File: src/rtl/mog_pkg.sv
package mog_pkg;

  typedef enum logic [2:0] {
    OP_LOAD    = 3'd0,
    OP_STORE   = 3'd1,
    OP_SFENCE  = 3'd2,
    OP_LFENCE  = 3'd3,
    OP_FFENCE  = 3'd4,
    OP_SYNC    = 3'd5,
    OP_ACQUIRE = 3'd6,
    OP_RELEASE = 3'd7
  } mog_op_e;

  // class lanes used by counters and hold flags
  localparam int CLS_LD = 0;
  localparam int CLS_ST = 1;
  localparam int N_CLS  = 2;

endpackage

File: src/rtl/mog_count.sv
module mog_count #(
  parameter int W = 4
) (
  input  logic         clk,
  input  logic         rst,
  input  logic         inc,
  input  logic         dec,
  output logic [W-1:0] cnt,
  output logic         full,
  output logic         zero,
  output logic         nxt_zero
);
  localparam logic [W-1:0] ONE  = {{(W-1){1'b0}}, 1'b1};
  localparam logic [W-1:0] ZERO = '0;
  localparam logic [W-1:0] MAXV = '1;

  logic [W-1:0] cnt_q, cnt_d;
  logic         dec_ok;

  // a completion with nothing outstanding is dropped
  assign dec_ok = dec && (cnt_q != ZERO);

  always_comb begin
    case ({inc, dec_ok})
      2'b10:   cnt_d = cnt_q + ONE;
      2'b01:   cnt_d = cnt_q - ONE;
      default: cnt_d = cnt_q;
    endcase
  end

  always_ff @(posedge clk) begin
    if (rst) cnt_q <= ZERO;
    else     cnt_q <= cnt_d;
  end

  assign cnt      = cnt_q;
  assign full     = (cnt_q == MAXV);
  assign zero     = (cnt_q == ZERO);
  assign nxt_zero = (cnt_d == ZERO);
endmodule

File: src/rtl/mog_hold.sv
module mog_hold (
  input  logic clk,
  input  logic rst,
  input  logic arm,
  input  logic drained,
  output logic hold
);
  logic hold_q;

  // while held, no new request of this class issues, so the
  // counter only falls; the hold drops as the count reaches zero
  always_ff @(posedge clk) begin
    if (rst) hold_q <= 1'b0;
    else     hold_q <= (hold_q || arm) && !drained;
  end

  assign hold = hold_q;
endmodule

File: src/rtl/mog_sync_track.sv
module mog_sync_track
  import mog_pkg::*;
(
  input  logic       clk,
  input  logic       rst,
  input  logic       set_sync,
  input  logic       set_acq,
  input  logic       rsp_valid,
  input  logic [2:0] rsp_kind,
  output logic       pend
);
  logic    pend_q;
  logic    is_acq_q;
  mog_op_e wait_kind;
  logic    clr;

  assign wait_kind = is_acq_q ? OP_ACQUIRE : OP_SYNC;
  assign clr       = pend_q && rsp_valid && (rsp_kind == wait_kind);

  always_ff @(posedge clk) begin
    if (rst) begin
      pend_q   <= 1'b0;
      is_acq_q <= 1'b0;
    end else if (set_sync || set_acq) begin
      pend_q   <= 1'b1;
      is_acq_q <= set_acq;
    end else if (clr) begin
      pend_q   <= 1'b0;
    end
  end

  assign pend = pend_q;
endmodule

File: src/rtl/mog_issue.sv
module mog_issue
  import mog_pkg::*;
(
  input  logic             rst,
  input  logic             req_valid,
  input  logic [2:0]       req_kind,
  input  logic             mem_ready,
  input  logic             pend,
  input  logic [N_CLS-1:0] full_v,
  input  logic [N_CLS-1:0] zero_v,
  input  logic [N_CLS-1:0] hold_v,
  output logic             req_ready,
  output logic             mem_valid,
  output logic [N_CLS-1:0] inc_v,
  output logic [N_CLS-1:0] arm_v,
  output logic             set_sync,
  output logic             set_acq
);
  mog_op_e op;
  logic    to_mem;
  logic    ok;
  logic    open;
  logic    take;
  logic    drained;

  assign op      = mog_op_e'(req_kind);
  assign open    = !rst && !pend;
  assign drained = &zero_v;

  always_comb begin
    to_mem = 1'b1;
    ok     = 1'b1;
    case (op)
      OP_LOAD:    ok = !hold_v[CLS_LD] && !full_v[CLS_LD];
      OP_STORE:   ok = !hold_v[CLS_ST] && !full_v[CLS_ST];
      OP_SFENCE,
      OP_LFENCE,
      OP_FFENCE:  to_mem = 1'b0;
      OP_SYNC,
      OP_RELEASE: ok = drained;
      default:    ok = 1'b1;
    endcase
  end

  assign mem_valid = req_valid && open && ok && to_mem;
  assign req_ready = open && ok && (to_mem ? mem_ready : 1'b1);
  assign take      = req_valid && req_ready;

  assign inc_v[CLS_LD] = take && (op == OP_LOAD);
  assign inc_v[CLS_ST] = take && (op == OP_STORE);
  assign arm_v[CLS_LD] = take && ((op == OP_LFENCE) || (op == OP_FFENCE));
  assign arm_v[CLS_ST] = take && ((op == OP_SFENCE) || (op == OP_FFENCE));
  assign set_sync      = take && (op == OP_SYNC);
  assign set_acq       = take && (op == OP_ACQUIRE);
endmodule

File: src/rtl/mem_order_gate.sv
module mem_order_gate
  import mog_pkg::*;
#(
  parameter int CNT_W  = 4,
  parameter int ADDR_W = 16
) (
  input  logic              clk,
  input  logic              rst,
  input  logic              req_valid,
  input  logic [2:0]        req_kind,
  input  logic [ADDR_W-1:0] req_addr,
  output logic              req_ready,
  output logic              mem_valid,
  output logic [2:0]        mem_kind,
  output logic [ADDR_W-1:0] mem_addr,
  input  logic              mem_ready,
  input  logic              rsp_valid,
  input  logic [2:0]        rsp_kind
);
  logic [CNT_W-1:0] cnt_a [N_CLS];
  logic [N_CLS-1:0] full_v, zero_v, nzero_v, hold_v, inc_v, dec_v, arm_v;
  logic             pend, set_sync, set_acq;
  logic [CNT_W-1:0] ld_cnt, st_cnt;

  for (genvar c = 0; c < N_CLS; c++) begin : g_cls
    localparam mog_op_e DONE_OP = (c == CLS_LD) ? OP_LOAD : OP_STORE;

    assign dec_v[c] = rsp_valid && (rsp_kind == DONE_OP);

    mog_count #(.W(CNT_W)) cnt_i (
      .clk      (clk),
      .rst      (rst),
      .inc      (inc_v[c]),
      .dec      (dec_v[c]),
      .cnt      (cnt_a[c]),
      .full     (full_v[c]),
      .zero     (zero_v[c]),
      .nxt_zero (nzero_v[c])
    );

    mog_hold hold_i (
      .clk     (clk),
      .rst     (rst),
      .arm     (arm_v[c]),
      .drained (nzero_v[c]),
      .hold    (hold_v[c])
    );
  end

  mog_sync_track trk_i (
    .clk       (clk),
    .rst       (rst),
    .set_sync  (set_sync),
    .set_acq   (set_acq),
    .rsp_valid (rsp_valid),
    .rsp_kind  (rsp_kind),
    .pend      (pend)
  );

  mog_issue iss_i (
    .rst       (rst),
    .req_valid (req_valid),
    .req_kind  (req_kind),
    .mem_ready (mem_ready),
    .pend      (pend),
    .full_v    (full_v),
    .zero_v    (zero_v),
    .hold_v    (hold_v),
    .req_ready (req_ready),
    .mem_valid (mem_valid),
    .inc_v     (inc_v),
    .arm_v     (arm_v),
    .set_sync  (set_sync),
    .set_acq   (set_acq)
  );

  assign mem_kind = req_kind;
  assign mem_addr = req_addr;
  assign ld_cnt   = cnt_a[CLS_LD];
  assign st_cnt   = cnt_a[CLS_ST];
endmodule

File: config.mk
export PLATFORM = sky130hd
export DESIGN_NAME = mem_order_gate
export DESIGN_NICKNAME = d
export VERILOG_FILES = /design/src/rtl/mog_pkg.sv /design/src/rtl/mog_count.sv /design/src/rtl/mog_hold.sv /design/src/rtl/mog_sync_track.sv /design/src/rtl/mog_issue.sv /design/src/rtl/mem_order_gate.sv
export SDC_FILE = /design/constraint.sdc
export NUM_CORES = 1
export LEC_CHECK = 0
export ABC_AREA = 1
export ABC_CLOCK_PERIOD_IN_PS = 2200
export CAP_MARGIN = 30
export CORE_UTILIZATION = 30
export CTS_BUF_LIST = sky130_fd_sc_hd__clkbuf_8
export DETAILED_ROUTE_END_ITERATION = 10
export REMOVE_ABC_BUFFERS = 1
export SLEW_MARGIN = 20
export SYNTH_ARGS = -nofsm -noshare
export SYNTH_HDL_FRONTEND = slang
export SYNTH_SLANG_ARGS = --single-unit
File: constraint.sdc
create_clock -name clk -period 2.2 [get_ports clk]
set_input_delay 0.22 -clock clk [delete_from_list [all_inputs] [get_ports clk]]
set_output_delay 0.22 -clock clk [all_outputs]
set_load 0.01 [all_outputs]
==> impl_metrics.env <==
export IMPL_rows=22
export IMPL_dp_hpwl_um=2330
export IMPL_setup_ws_ps=-233
export IMPL_min_period_ps=2430
export IMPL_min_period_over_period_pct=111
export IMPL_synth_xor_area_share_pct=2.99
export IMPL_num_vias=1220
export IMPL_crit_path_cell_trace="nor2_2, nand3_2, nor2_2, nor2_2, nand2_4, nand2_4, nor2_4, nand4_1, ha_4, nand2_4, inv_2, nor2_4, ha_4, o21a_1, nor2_1, nand3_1, nand2_1, nand2_1, nand2_1, inv_1"
export IMPL_firstDrtPassIters=3
export IMPL_via_per_inst=4.54
export IMPL_rsz0062_at_grt="true"
export IMPL_slew_headroom_pct=79.6
export IMPL_max_clock_freq_mhz=411
export IMPL_drtIter0Drc=22
export IMPL_p_leak_nw=0.923
export IMPL_routed_wirelength_um=3240
export IMPL_synth_area_leaders="dfxtp_1 (21%), buf_4 (12%), nand2_1 (11%)"
export IMPL_synth_common_cells="nand2_1 (34), inv_1 (27), buf_4 (19), nor2_1 (16), dfxtp_1 (12)"
export IMPL_clock_latency_ps=240
export IMPL_overflow=0
export IMPL_io_buffers=15
export IMPL_synthSimpleGateAreaFrac_pct=39.1
export IMPL_clk_pin_slew_ps=60
export IMPL_nets=256
export IMPL_grt_pass1_vias=1235
export IMPL_cts_inserted_buffers=3
export IMPL_ys_types=31
export IMPL_yosysSeqAreaShare_pct=20.5
export IMPL_nFillCells=370
export IMPL_ios=48
export IMPL_ys_warnings_count=0
export IMPL_r2r_start="g_cls[0].cnt_i.cnt[1]$_SDFF_PP0_"
export IMPL_synth_compound_area_share_pct=7.49
export IMPL_gp_congestion=0.809
export IMPL_ys_ff_latch=12
export IMPL_finClkSkew_ps=2.03
export IMPL_clock_sinks=12
export IMPL_grtUsageTotal_pct=16.5
export IMPL_place_area_mm2=0.00153
export IMPL_startpoint="g_cls[0].cnt_i.cnt[1]$_SDFF_PP0_"
export IMPL_grt_pass1_wl_um=5360
export IMPL_cts_tree="done"
export IMPL_slew_violations=0
export IMPL_rr_worst_depth=20
export IMPL_final_layout_size_suffix_gt1_share_pct=53.4
export IMPL_crit_required_ps=2340
export IMPL_maxCapViolCount=0
export IMPL_die_area_mm2=0.00415
export IMPL_hold_start="req_addr[0]"
export IMPL_die_height_um=64.4
export IMPL_synthAdderAreaFrac_pct=8.13
export IMPL_power_density_mw_per_mm2=339
export IMPL_reg2reg_slack_ps=-230
export IMPL_worst_pin_slew_ps=306
export IMPL_place_ws_ps=-816
export IMPL_critical_path_endpoint_type="flip-flop"
export IMPL_start_kind="flip-flop"
export IMPL_drc=0
export IMPL_syn_inst=175
export IMPL_crit_type="flip-flop to flip-flop"
export IMPL_routedWlPerCell_um=12.0
export IMPL_antenna_found_initial=0
export IMPL_synth_edff_count=0
export IMPL_area_growth_pct=59.0
export IMPL_cts_buffer_depth=2
export IMPL_ctsHtreeMaxLevel=1
export IMPL_start_util_pct=31.7
export IMPL_synth_main_ff_cell="dfxtp_1"
export IMPL_multi_input_area_um2=871
export IMPL_synth_most_common_cell="nand2_1"
export IMPL_cp_max_fo=3
export IMPL_hold_violations=0
export IMPL_synth_top_area_cell="dfxtp_1"
export IMPL_worstPathArrival_ps=2580
export IMPL_synth_top_family_by_area="simple AND/OR/NAND/NOR gates"
export IMPL_worstHoldPathCells=0
export IMPL_avgSynthCellArea_um2=6.68
export IMPL_final_design_area_no_fill_mm2=0.00186
export IMPL_antennaDiodeCount=0
export IMPL_grt_max_degree=9
export IMPL_path_buf_inv=2
export IMPL_core_area_mm2=0.00369
export IMPL_finalSetupViolations=7
export IMPL_cts_root_buffer_cell="clkbuf_8"
export IMPL_final_antenna_net_count=0
export IMPL_slowest_delay_ps=340
export IMPL_critPathTopFamily="simple AND/OR/NAND/NOR gates"
export IMPL_status="complete, but fails checks"
export IMPL_hp_class="input pin to output port"
export IMPL_ys_async_sr_fraction_pct=0
export IMPL_violations="setup timing"
export IMPL_cp_slowest_cell="dfxtp_2"
export IMPL_final_seq_area_um2=256
export IMPL_ir_drop_mv=0.267
export IMPL_cp_depth=20
export IMPL_yosysTopAreaCellShare_pct=20.5
export IMPL_die_w_um=64.4
export IMPL_synth_mux_area_share_pct=0
export IMPL_syn_area_mm2=0.00117
[layout by cell type (no fill, tap or decap), types with 2 or more instances in the layout]
| cell | n |
|---|---|
| a21oi_2 | 4 |
| nor2_1 | 8 |
| clkbuf_8 | 4 |
| buf_4 | 44 |
| a21oi_1 | 3 |
| clkdlybuf4s50_1 | 10 |
| ha_4 | 5 |
| nand3_2 | 8 |
| nor2_4 | 7 |
| xnor2_1 | 2 |
| nor2_2 | 8 |
| buf_6 | 3 |
| nor3_1 | 3 |
| o21a_1 | 2 |
| nand4_1 | 8 |
| inv_1 | 22 |
| dfxtp_2 | 4 |
| xor2_1 | 2 |
| nand2_4 | 3 |
| dfxtp_1 | 5 |
| nor3_2 | 2 |
| nand2_2 | 13 |
| nand2_1 | 23 |
| inv_2 | 5 |
| nand3_1 | 2 |
| dfxtp_4 | 3 |
| o21ai_0 | 2 |
| dlygate4sd2_1 | 4 |
[path summary, 6_finish.rpt]
| kind | endpoint |
|---|---|
| max | g_cls[1].hold_i.hold$_SDFF_PP0_ |
| min | mem_addr[0] |
| min reg2reg | trk_i.is_acq_q$_SDFFE_PP0P_ |
| max reg2reg | g_cls[1].hold_i.hold$_SDFF_PP0_ |
[layout make-up]
type,instances,share of cell area [%]
tap,48,3.23
sequential,12,13.8
clock buffer,4,2.96
inverter,28,5.72
multi-input combinational,115,46.8
timing repair buffer,62,27.5
[layer usage]
layer / wire length, um / global-route usage (%) / up-vias
met2: 1600 / 27.6 / 36
met4: 0 / 2.50 / 0
met5: 0 / 0 / -
met3: 215 / 6.51 / 0
li1: - / - / 630
met1: 1420 / 20.2 / 554
[repair_timing]
item | CTS | global route
endpoints found under the hold margin | 0 | 0
pin swaps | 17 | 12
resized for setup | 50 | 20
hold buffers | 0 | 0
buffers inserted | 10 | 1
endpoints found under the setup margin | 11 | 9
[through the flow]
| step | power [mW] | hold WS, ps | cells | setup TNS, ps | util (%) |
|---|---|---|---|---|---|
| after global routing | 0.659 | 440 | 269 | -1870 | 50.4 |
| final | 0.630 | 440 | 269 | -929 | 50.4 |
| after global placement | 0.372 | 440 | 258 | -4830 | 41.6 |
| after floorplan | 0.285 | 282 | 155 | -284 | - |
| after CTS | 0.632 | 440 | 270 | -674 | 48.9 |
| after detailed placement | 0.372 | 440 | 258 | -5380 | 41.6 |
[kinds of logic after synthesis]
logic type / Yosys count
fa+ha+maj: 7
flops: 12
simple gates: 90
xor+xnor: 4
buf+inv: 48
compound gates: 14
[power breakdown]
part / leakage [nW] / switching [mW] / total (mW) / internal (mW)
Clock: 0.0288 / 0.0888 / 0.247 / 0.158
Sequential: 0.101 / 0.00313 / 0.221 / 0.217
Combinational: 0.793 / 0.0751 / 0.162 / 0.0870
[registers in the layout, indices dropped and copies added (netlist names)]
name               cells
trk_i.is_acq_q         1
g_cls.cnt_i.cnt        8
g_cls.hold_i.hold      2
trk_i.pend             1
No activity file was read; power rests on OpenSTA's default activity.
